`src/rtl/adc_win_pkg.sv`:
```
// Package: shared constants and types for the ADC window comparator.
// Assumes limits are stored as an array indexed by the constants below.
package adc_win_pkg;
    localparam int LIM_ABOVE = 0;   // index of the upper (greater-than) limit
    localparam int LIM_BELOW = 1;   // index of the lower (less-than) limit
    localparam int NUM_LIMS  = 2;

    typedef enum logic {
        WIN_OUTSIDE = 1'b0,
        WIN_INSIDE  = 1'b1
    } win_mode_e;
endpackage

```
`src/rtl/adc_win_limits.sv`:
```
// Module: byte-addressed storage for the two window limits.
// Byte address = limit_index * bytes_per_limit + byte_index (low byte first).
// Assumes DATA_W is a multiple of BYTE_W. Reset: upper limit all ones, lower all zeros.
module adc_win_limits
    import adc_win_pkg::*;
#(
    parameter int DATA_W = 16,
    parameter int BYTE_W = 8,
    localparam int NBYTES = DATA_W / BYTE_W,
    localparam int AW     = $clog2(NUM_LIMS * NBYTES)
) (
    input  logic              clk,
    input  logic              rst_n,
    input  logic              wr_en,
    input  logic [AW-1:0]     wr_addr,
    input  logic [BYTE_W-1:0] wr_data,
    output logic [DATA_W-1:0] above_lim,
    output logic [DATA_W-1:0] below_lim
);
    logic [NUM_LIMS-1:0][DATA_W-1:0] lim_w;

    for (genvar l = 0; l < NUM_LIMS; l++) begin : g_lim
        for (genvar b = 0; b < NBYTES; b++) begin : g_byte
            localparam logic [AW-1:0]     MY_ADDR = AW'(l * NBYTES + b);
            localparam logic [BYTE_W-1:0] RST_V   = (l == LIM_ABOVE) ? '1 : '0;
            logic [BYTE_W-1:0] byte_q;

            // Purpose: hold one limit byte, load it when addressed.
            always_ff @(posedge clk) begin
                if (!rst_n)
                    byte_q <= RST_V;
                else if (wr_en && (wr_addr == MY_ADDR))
                    byte_q <= wr_data;
            end

            assign lim_w[l][b*BYTE_W +: BYTE_W] = byte_q;
        end
    end

    assign above_lim = lim_w[LIM_ABOVE];
    assign below_lim = lim_w[LIM_BELOW];
endmodule

```
`src/rtl/adc_win_compare.sv`:
```
// Module: combinational window test of one result against the two limits.
// The mode is chosen by limit order: below > above selects inside, else outside.
// Assumes unsigned results and limits.
module adc_win_compare
    import adc_win_pkg::*;
#(
    parameter int DATA_W = 16
) (
    input  logic [DATA_W-1:0] result,
    input  logic [DATA_W-1:0] above_lim,
    input  logic [DATA_W-1:0] below_lim,
    output win_mode_e         mode,
    output logic              match
);
    logic over_above;
    logic under_below;

    // Purpose: derive the window sense and the match for the current result.
    always_comb begin
        over_above  = result > above_lim;
        under_below = result < below_lim;
        mode        = (below_lim > above_lim) ? WIN_INSIDE : WIN_OUTSIDE;
        if (mode == WIN_INSIDE)
            match = over_above && under_below;
        else
            match = over_above || under_below;
    end
endmodule

```
`src/rtl/adc_win_flag.sv`:
```
// Module: sticky match flag. A set takes priority over a clear in the same cycle.
// Assumes `hit` is already qualified by the result strobe.
module adc_win_flag (
    input  logic clk,
    input  logic rst_n,
    input  logic hit,
    input  logic clr,
    output logic flag
);
    // Purpose: set on hit, clear on clr, otherwise hold.
    always_ff @(posedge clk) begin
        if (!rst_n)
            flag <= 1'b0;
        else if (hit)
            flag <= 1'b1;
        else if (clr)
            flag <= 1'b0;
    end
endmodule

```
`src/rtl/adc_window_cmp.sv`:
```
// Module: top of the ADC window comparator. It stores the limits, compares each
// strobed result with them, keeps a sticky flag and gates it onto the interrupt.
// Assumes res_valid is high for one cycle per conversion result.
module adc_window_cmp
    import adc_win_pkg::*;
#(
    parameter int DATA_W = 16,
    parameter int BYTE_W = 8,
    localparam int NBYTES = DATA_W / BYTE_W,
    localparam int AW     = $clog2(NUM_LIMS * NBYTES)
) (
    input  logic              clk,
    input  logic              rst_n,
    input  logic [DATA_W-1:0] res_data,
    input  logic              res_valid,
    input  logic              lim_wr_en,
    input  logic [AW-1:0]     lim_wr_addr,
    input  logic [BYTE_W-1:0] lim_wr_data,
    input  logic              flag_clr,
    input  logic              irq_en,
    output logic              win_flag,
    output logic              win_irq
);
    logic [DATA_W-1:0] above_lim;
    logic [DATA_W-1:0] below_lim;
    win_mode_e         win_mode;
    logic              win_match;
    logic              win_hit;

    adc_win_limits #(.DATA_W(DATA_W), .BYTE_W(BYTE_W)) u_limits (
        .clk       (clk),
        .rst_n     (rst_n),
        .wr_en     (lim_wr_en),
        .wr_addr   (lim_wr_addr),
        .wr_data   (lim_wr_data),
        .above_lim (above_lim),
        .below_lim (below_lim)
    );

    adc_win_compare #(.DATA_W(DATA_W)) u_compare (
        .result    (res_data),
        .above_lim (above_lim),
        .below_lim (below_lim),
        .mode      (win_mode),
        .match     (win_match)
    );

    assign win_hit = res_valid && win_match;

    adc_win_flag u_flag (
        .clk   (clk),
        .rst_n (rst_n),
        .hit   (win_hit),
        .clr   (flag_clr),
        .flag  (win_flag)
    );

    assign win_irq = win_flag && irq_en;
endmodule

```
`config.mk`:
```
export PLATFORM = sky130hd
export DESIGN_NAME = adc_window_cmp
export DESIGN_NICKNAME = d
export VERILOG_FILES = /design/src/rtl/adc_win_pkg.sv /design/src/rtl/adc_win_limits.sv /design/src/rtl/adc_win_compare.sv /design/src/rtl/adc_win_flag.sv /design/src/rtl/adc_window_cmp.sv
export SDC_FILE = /design/constraint.sdc
export NUM_CORES = 1
export LEC_CHECK = 0
export BUFFER_PORTS_ARGS = -buffer_cell sky130_fd_sc_hd__clkbuf_2
export CELL_PAD_IN_SITES_DETAIL_PLACEMENT = 0
export CELL_PAD_IN_SITES_GLOBAL_PLACEMENT = 1
export CORE_ASPECT_RATIO = 1.5
export CORE_MARGIN = 2
export CORE_UTILIZATION = 47
export CTS_CLUSTER_SIZE = 28
export DETAILED_ROUTE_END_ITERATION = 16
export PLACE_DENSITY_LB_ADDON = 0.12
export SYNTH_ARGS = -nofsm -noshare
export SYNTH_HDL_FRONTEND = slang
export SYNTH_SLANG_ARGS = --single-unit
```
`constraint.sdc`:
```
create_clock -name clk -period 4.08 [get_ports clk]
set_clock_uncertainty 0.15 [all_clocks]
set_input_delay 0.816 -clock clk [delete_from_list [all_inputs] [get_ports clk]]
set_output_delay 0.816 -clock clk [all_outputs]
set_load 0.005 [all_outputs]
```
==> impl_metrics.sql <==
INSERT INTO impl_metrics (metric_group, metric, value, unit) VALUES
('timing', 'fin_crit', '2.37', 'ns'),
('critical_path', 'worst_setup_path_start_kind', 'primary input', ''),
('critical_path', 'crit_chain', 'clkbuf_2 -> ha_1 -> nand4_1 -> nor4_1 -> o31ai_1 -> o211ai_1 -> o211ai_2', ''),
('power_and_ir_drop', 'power.density', '283', 'nW/um2'),
('logic_synthesis', 'mappedNetlistNets', '339', ''),
('floorplanning', 'row_count', '31', ''),
('timing', 'fin_crit_sh', '58.2', '%'),
('clock_network', 'cts.root.buffer_cell', 'clkbuf_8', ''),
('clock_network', 'clockBufferDepth', '2', ''),
('timing', 'number_of_pins_with_negative_max_slew_slack_in_the_final_report', '0', ''),
('final_layout', 'layout_commonest_cell', 'ha_1', ''),
('route', 'route.antenna.remaining_nets', '0', ''),
('floorplanning', 'pin_count', '34', ''),
('critical_path', 'worst_r2r_path_depth', '7', ''),
('final_layout', 'areaGrowthSynthToFinish', '14.1', '%'),
('route', 'detail_route.wirelength', '5490', 'um'),
('timing', 'fin_worst_hold_slack', '0.390', 'ns'),
('power_and_ir_drop', 'peakVddDrop', '0.163', 'mV'),
('critical_path', 'critical_path.max_stage_delay', '0.57', 'ns'),
('final_layout', 'final_cell_mix', 'ha_1, inv_1, clkbuf_2, dfxtp_1, nand2_1', ''),
('critical_path', 'regToRegStartpoint', 'u_limits.g_lim[1].g_byte[1].byte_q[6]$_SDFFE_PN0P_', ''),
('timing', 'rsz0062_at_grt', 'no', ''),
('route', 'first_iter_violations', '52', ''),
('logic_synthesis', 'yosys-top-cells-area', 'dfxtp_1, ha_1, mux2i_1', ''),
('route', 'avgViaCountPerCell', '5.30', ''),
('floorplanning', 'horizontal_extent_of_the_die', '61.7', 'um'),
('clock_network', 'clkSinkCount', '33', ''),
('timing', 'timing.max_slew.rel_slack', '32.7', '%'),
('timing', 'fmax', '421', 'MHz'),
('timing', 'post-route-worst-setup-slack', '1.71', 'ns'),
('run_status', 'status', 'finished, final reports clean', ''),
('logic_synthesis', 'synth-seq-area-share', '28.2', '%'),
('route', 'drtPass1Iterations', '4', ''),
('route', 'met2_length', '2990', 'um'),
('logic_synthesis', 'synth_simple_gate_area_share', '16.3', '%'),
('route', 'm1WireLength', '2310', 'um'),
('place', 'detailedPlacementHpwl', '4520', 'um'),
('clock_network', 'tritoncts', 'yes', ''),
('logic_synthesis', 'combinational_family_with_the_most_area_after_synthesis', 'adder cells', ''),
('global_routing', 'vias_in_the_first_global_route', '1848', ''),
('timing', 'setup_viol', '0', ''),
('final_layout', 'n_antenna_cell', '0', ''),
('clock_network', 'cts_resized', '0', ''),
('place', 'globalplace.congestion', '0.773', ''),
('critical_path', 'worstPathRequired', '4.10', 'ns'),
('critical_path', 'critical_path.max_fanout', '2', ''),
('logic_synthesis', 'synth_area', '2340', 'um2'),
('clock_network', 'number_of_buffers_inserted_for_hold_repair_after_clock_tree_synthesis', '0', ''),
('timing', 'report.final.hold_viol_count', '0', ''),
('clock_network', 'source_to_sink_clock_delay_at_the_later_pin_of_the_worst_skew_pair', '0.29', 'ns'),
('final_layout', 'fin_util', '55.6', '%'),
('logic_synthesis', 'synthesis.yosys.warnings', '0', ''),
('route', 'highest_layer', 'met4', ''),
('place', 'io_buffer_count', '33', ''),
('critical_path', 'worst_setup_end_kind', 'flip-flop', ''),
('route', 'drcViolationCount', '0', ''),
('route', 'detailroute.wirelength.met3', '174', 'um'),
('place', 'pre_cts_slack', '1.32', 'ns'),
('critical_path', 'cp.buffers_inverters', '1', ''),
('logic_synthesis', 'post_synthesis_instance_total', '260', ''),
('critical_path', 'critical_path_at', '2.40', 'ns'),
('min_path', 'hold_start', 'u_limits.g_lim[0].g_byte[0].byte_q[1]$_SDFFE_PN1P_', ''),
('critical_path', 'setup.worst_path.class', 'in2reg', ''),
('power_and_ir_drop', 'report.power.total', '0.756', 'mW'),
('logic_synthesis', 'fraction_of_synthesized_cell_area_in_xor_and_xnor_cells', '0', '%'),
('min_path', 'whs_path_depth', '2', ''),
('logic_synthesis', 'synth-seq-cells', '33', ''),
('min_path', 'hp-class', 'reg2reg', ''),
('floorplanning', 'initial_core_utilization', '48.7', '%'),
('logic_synthesis', 'synth-compound-area-share', '16.7', '%'),
('final_layout', 'filler_cell_count', '490', '');
==> state kept, by name (all words and copies together) (netlist names) <==
| register | flops |
|---|---|
| u_limits.g_lim.g_byte.byte_q | 32 |
| u_flag.flag | 1 |
==> report_power, final <==
| part | switching [mW] | leakage, nW | internal (mW) |
|---|---|---|---|
| clock | 0.122 | 0.0542 | 0.153 |
| combinational | 0.0770 | 1.04 | 0.0611 |
| sequential | 0.00766 | 0.270 | 0.336 |
==> worst max path at each step <==
| stage | slack, ns | depth (start not counted) | start | end |
|---|---|---|---|---|
| 6_report | 1.71 | 7 | res_data[13] | u_flag.flag$_SDFFE_PN0P_ |
| 5_1_grt | 1.59 | 7 | res_data[13] | u_flag.flag$_SDFFE_PN0P_ |
| 4_1_cts | 1.61 | 7 | res_data[14] | u_flag.flag$_SDFFE_PN0P_ |
| 3_5_place_dp | 1.32 | 7 | res_data[14] | u_flag.flag$_SDFFE_PN0P_ |
| 3_3_place_gp | 1.33 | 7 | res_data[13] | u_flag.flag$_SDFFE_PN0P_ |
| 2_1_floorplan | 1.86 | 7 | res_data[7] | u_flag.flag$_SDFFE_PN0P_ |
==> stage by stage <==
stage / cell area, um2 / cells
5_1_grt: 2670 / 362
2_1_floorplan: 2340 / 260
3_3_place_gp: 2570 / 354
3_5_place_dp: 2570 / 354
4_1_cts: 2670 / 362
6_report: 2670 / 362
==> worst reg2reg max path, delay by kind of cell, from the launching register on <==
| kind | cells | cell delay, ns |
|---|---|---|
| flops | 1 | 0.38 |
| fa+ha+maj | 1 | 0.29 |
| compound gates | 3 | 0.43 |
| buf+inv | 1 | 0.06 |
| simple gates | 2 | 0.77 |
==> cell usage after synthesis <==
cell type,n
ha_1,47
dfxtp_1,33
inv_1,33
nand2_1,23
nor2b_1,18
o211ai_1,18
mux2i_1,17
a21oi_1,15
nand4_1,10
a21o_1,5
nand3_1,5
nor2_1,4
buf_2,3
clkbuf_1,3
a211oi_1,2
a21boi_0,2
nand3b_1,2
nor4_1,2
o21ai_0,2
o31ai_1,2
a2111o_1,1
a221o_1,1
a221oi_1,1
a31oi_1,1
and2_1,1
nand2b_2,1
nand4_2,1
nand4b_1,1
nor3_1,1
nor3b_2,1
o211ai_2,1
o21a_1,1
o21ai_1,1
o41ai_4,1
==> logic make-up (layout without fill, tap and decap cells) <==
family	count (synthesis)	after routing
simple gates	70	70
fa+ha+maj	47	47
flops	33	33
buf+inv	39	75
compound gates	54	54
mux	17	17
==> metal layers <==
layer	track usage, %	up-vias
met5	0	-
met2	38.2	26
met4	4.79	0
li1	-	1006
met1	25.2	885
met3	5.16	2
==> cell type report <==
cell class / instances / area (um2) / share of cell area, %
Multi-Input combinational cell: 188 / 1530 / 57.3
Sequential cell: 33 / 661 / 24.7
Timing Repair Buffer: 34 / 173 / 6.46
Inverter: 33 / 124 / 4.63
Clock buffer: 7 / 96.3 / 3.60
Tap cell: 66 / 82.6 / 3.09
Clock inverter: 1 / 5.00 / 0.187
Power figures use the tool's default switching activity.
